## src/rtl/spi_rx_hold.sv

```systemverilog
module spi_rx_hold #(
  parameter int DATA_W = 8
) (
  input  logic              clk,
  input  logic              rst_n,
  input  logic              en,
  input  logic              rx_strobe,
  input  logic [DATA_W-1:0] rx_char,
  input  logic              rd_strobe,
  input  logic              ovf_clr,
  output logic [DATA_W-1:0] rd_data,
  output logic              rx_ready,
  output logic              ovf_flag
);

  logic [1:0]        cnt, cnt_n, mid_cnt;
  logic [DATA_W-1:0] vis, hid, vis_n, hid_n, mid_vis;
  logic              ovf_n, take_rd, drop;

  assign take_rd = en && rd_strobe && (cnt != 2'd0);
  assign mid_cnt = take_rd ? cnt - 2'd1 : cnt;
  assign mid_vis = (take_rd && cnt == 2'd2) ? hid : vis;
  assign drop    = en && rx_strobe && (mid_cnt == 2'd2);

  always_comb begin
    cnt_n = mid_cnt;
    vis_n = mid_vis;
    hid_n = hid;
    if (en && rx_strobe) begin
      case (mid_cnt)
        2'd0: begin vis_n = rx_char; cnt_n = 2'd1; end
        2'd1: begin hid_n = rx_char; cnt_n = 2'd2; end
        default: begin vis_n = hid; hid_n = rx_char; cnt_n = 2'd2; end
      endcase
    end
    if (drop)         ovf_n = 1'b1;
    else if (ovf_clr) ovf_n = 1'b0;
    else              ovf_n = ovf_flag;
    if (!en) begin
      cnt_n = 2'd0;
      vis_n = '0;
      hid_n = '0;
      ovf_n = 1'b0;
    end
  end

  always_ff @(posedge clk or negedge rst_n) begin
    if (!rst_n) begin
      cnt      <= 2'd0;
      vis      <= '0;
      hid      <= '0;
      ovf_flag <= 1'b0;
    end else begin
      cnt      <= cnt_n;
      vis      <= vis_n;
      hid      <= hid_n;
      ovf_flag <= ovf_n;
    end
  end

  assign rd_data  = vis;
  assign rx_ready = (cnt != 2'd0);

  assert_count_range_R11: assert property (@(posedge clk) disable iff (!rst_n)
    cnt != 2'd3);

  assert_idle_after_disable_R9: assert property (@(posedge clk) disable iff (!rst_n)
    !en |=> !rx_ready && !ovf_flag);

  assert_first_visible_R2: assert property (@(posedge clk) disable iff (!rst_n)
    (en && rx_strobe && !rd_strobe && !rx_ready) |=> rx_ready && rd_data == $past(rx_char));

  assert_promote_on_read_R5: assert property (@(posedge clk) disable iff (!rst_n)
    (en && rd_strobe && !rx_strobe && cnt == 2'd2) |=> rd_data == $past(hid) && cnt == 2'd1);

  assert_no_overflow_R7: assert property (@(posedge clk) disable iff (!rst_n)
    drop |=> ovf_flag && cnt == 2'd2 && rd_data == $past(hid));

  assert_empty_read_R10: assert property (@(posedge clk) disable iff (!rst_n)
    (en && rd_strobe && !rx_strobe && !ovf_clr && !rx_ready) |=> !rx_ready && $stable(ovf_flag));

endmodule

```

## config.mk

```make
export PLATFORM = sky130hd
export DESIGN_NAME = spi_rx_hold
export DESIGN_NICKNAME = d
export VERILOG_FILES = /design/src/rtl/spi_rx_hold.sv
export SDC_FILE = /design/constraint.sdc
export NUM_CORES = 1
export LEC_CHECK = 0
export BUFFER_PORTS_ARGS = -buffer_cell sky130_fd_sc_hd__buf_2
export CELL_PAD_IN_SITES_DETAIL_PLACEMENT = 0
export CELL_PAD_IN_SITES_GLOBAL_PLACEMENT = 1
export CORE_MARGIN = 8
export CORE_UTILIZATION = 41
export CTS_CLUSTER_SIZE = 16
export DETAILED_ROUTE_END_ITERATION = 6
export PLACE_DENSITY_LB_ADDON = 0.1
export SETUP_SLACK_MARGIN = 0.3
export SLEW_MARGIN = 20
export SYNTH_ARGS = -nofsm -noshare
export SYNTH_HDL_FRONTEND = slang
export SYNTH_SLANG_ARGS = --single-unit
```

## constraint.sdc

```tcl
create_clock -name clk -period 2.1 [get_ports clk]
set_input_delay 0.105 -clock clk [delete_from_list [all_inputs] [get_ports clk]]
set_output_delay 0.105 -clock clk [all_outputs]
set_load 0.1 [all_outputs]
```

==> metrics.cfg <==
[run_status]
outcome=finished, final reports clean

[place]
portBuffers=23
dpl_cell_area_um2=1279
hpwlAfterDp_um=1845
place_congestion=0.6822

[detailed_routing]
route.vias.total=930
dr_wl_met2_um=1259
wl_met1_um=1348
wl_um=2746
routed_via_density=5.602
wl_per_cell_um=16.54
met3_length_um=121
drt_pass1_iterations=3
drt-initial-drc-count=41
top_layer=met4
antenna_left=0
drc=0

[job]
cap_violations=0

[yosys]
synth_edf_count=0
ys_ff_latch=19
yosysUniqueCellTypes=27
synth_nets=123
async_flop_share_pct=100.0
ys_seq_area_share_pct=42.22
ys_warn_count=0
syn_inst=107
synth_area_um2=1126
synth_ff_type=dfrtp_1
avgSynthCellArea_um2=10.52

[power_and_ir_drop]
power_uw=1152
powerDensity_nw_per_um2=856.9
power_leakage_uw=0.0007072
vdd_drop_max_v=0.0004959

[floorplan]
floorplan.initialDensity_pct=41.92
die_h_um=68.41
placementRows=19
dieArea_um2=4679
io_pins=24
die_w_um=68.41
core_um2=2686

[setup_path]
end_kind=flip-flop
critPathArrivalTime_ns=1.93
r2r_start=cnt[1]
path_class=reg2reg
path_max_fanout=25
worstPathRequired_ns=2.29
startpoint=cnt[1]
crit_path_start_kind=flip-flop

[global_routing]
grt_use_total_pct=12.48
grt.overflow.total=0
grt_first_pass_wirelength_um=4450
antenna_found_initial=0
grt_pass1_vias=901
grt_max_degree=26

[final_layout]
syn2layout_area_growth_pct=19.33
fin_area_um2=1344
multiInputGateArea_um2=593.1
nets=152
drive_gt1_share_pct=28.15
diodes=0
regArea_um2=475.5
fillers=266
final_cell_mix=buf_2, dfrtp_1, a21boi_1
mostFrequentLayoutCell=buf_2

[sta]
final-hold-violation-count=0
setup_viol=0
min_period_ns=1.738
skew_ns=0.01138
fmax_mhz=575.3
grt_setup_unrepaired=no
fin_crit_sh_pct=82.77
worstMarginPinSlew_ns=0.4915
slew_violations=0
fin_tns_setup_ns=0
relSlewSlack_pct=67.46

[clock_tree]
clockBufferDepth=2
clk_pin_slew_ns=0.12
cts-buffers-inserted=3
htreeDepth=1
cts_tree=built
cts.sinks=19
clock_latency_ns=0.30
root_buffer=clkbuf_4

[min_path]
min_path_type=in2reg
holdCritStartpoint=rx_char[4]

per-layer routing:
metal  GRT usage (%)  vias up
met1           16.88      457
met5               0        -
met3           4.419        2
li1                -      458
met2           18.82       13
met4           2.302        0
worst max-delay path, cell delays in order, from the launching register on:
cell	delay, ns
dfrtp_1	0.41
inv_1	0.08
ha_1	0.20
nand3b_4	0.21
mux2i_4	0.22
buf_12	0.17
and3_1	0.18
o21a_1	0.17
final timing paths:
path | cells past startpoint | end | slack, ns
min in group asynchronous | 2 | hid[2] | 0.26
worst min register to register | 2 | rd_data[1] | 0.61
max in group asynchronous | 2 | hid[6] | 1.52
worst min-delay path | 3 | rd_data[4] | 0.08
worst max-delay path | 7 | hid[0] | 0.36
worst max register to register | 7 | hid[0] | 0.36
where the power goes:
| group | leakage [uW] | internal [uW] | total (uW) | switching [uW] |
|---|---|---|---|---|
| registers | 0.000256 | 405 | 429 | 24.1 |
| logic | 0.000434 | 163 | 533 | 371 |
| clock network | 0.0000177 | 70.9 | 189 | 118 |
logic make-up (layout without fill, tap and decap cells):
group | count (synthesis) | after routing | synth area share [%]
AO/OA/AOI/OAI | 44 | 44 | 27.22
adder cells (fa/ha/maj) | 2 | 2 | 2.222
flip-flops | 19 | 19 | 42.22
AND/OR/NAND/NOR | 18 | 18 | 10.78
multiplexers | 11 | 11 | 11.67
XOR/XNOR | 1 | 1 | 0.7779
buffers and inverters | 12 | 40 | 5.111
cell type report:
cell class,count,share of cell area (%)
multi-input combinational,76,44.13
sequential,19,35.38
tap,31,2.886
clock buffer,3,1.676
inverter,5,1.397
timing repair buffer,31,14.15
clock inverter,1,0.3724
state kept, by name (all words and copies together), names as in the netlist:
signal	cells
ovf_flag	1
rd_data	8
hid	8
cnt	2
timing repair:
item                                    in CTS  in global routing
gates resized for setup                      0                  3
buffers inserted                             1                  1
endpoints found under the setup margin       8                  8
hold buffers                                 1                  0
hold endpoints to repair                    19                  0
synthesized netlist by cell type, types with 2 or more instances:
master	number	share of area [%]
dfrtp_1	19	42
a21boi_1	9	6.0
and3_1	8	4.4
mux2i_1	8	7.1
o21a_1	8	5.3
o21ai_1	8	3.6
o22ai_1	8	4.4
o2bb2ai_1	8	6.2
inv_1	5	1.7
clkbuf_1	4	1.3
and2_1	3	1.7
ha_1	2	2.2
nand2_1	2	0.67
nand2b_1	2	1.1
per-stage QoR:
stage | hold slack (ns) | utilization [%] | setup WS, ns | instances
2_1_floorplan | -0.1906 | - | 0.4187 | 107
3_3_place_gp | 0.08043 | 47.60 | 0.3030 | 159
3_5_place_dp | 0.07839 | 47.60 | 0.2542 | 159
4_1_cts | 0.07067 | 49.28 | 0.3010 | 165
5_1_grt | 0.09960 | 50.02 | 0.3006 | 166
6_report | 0.08021 | 50.02 | 0.3619 | 166
No activity file was read; power rests on OpenSTA's default activity.
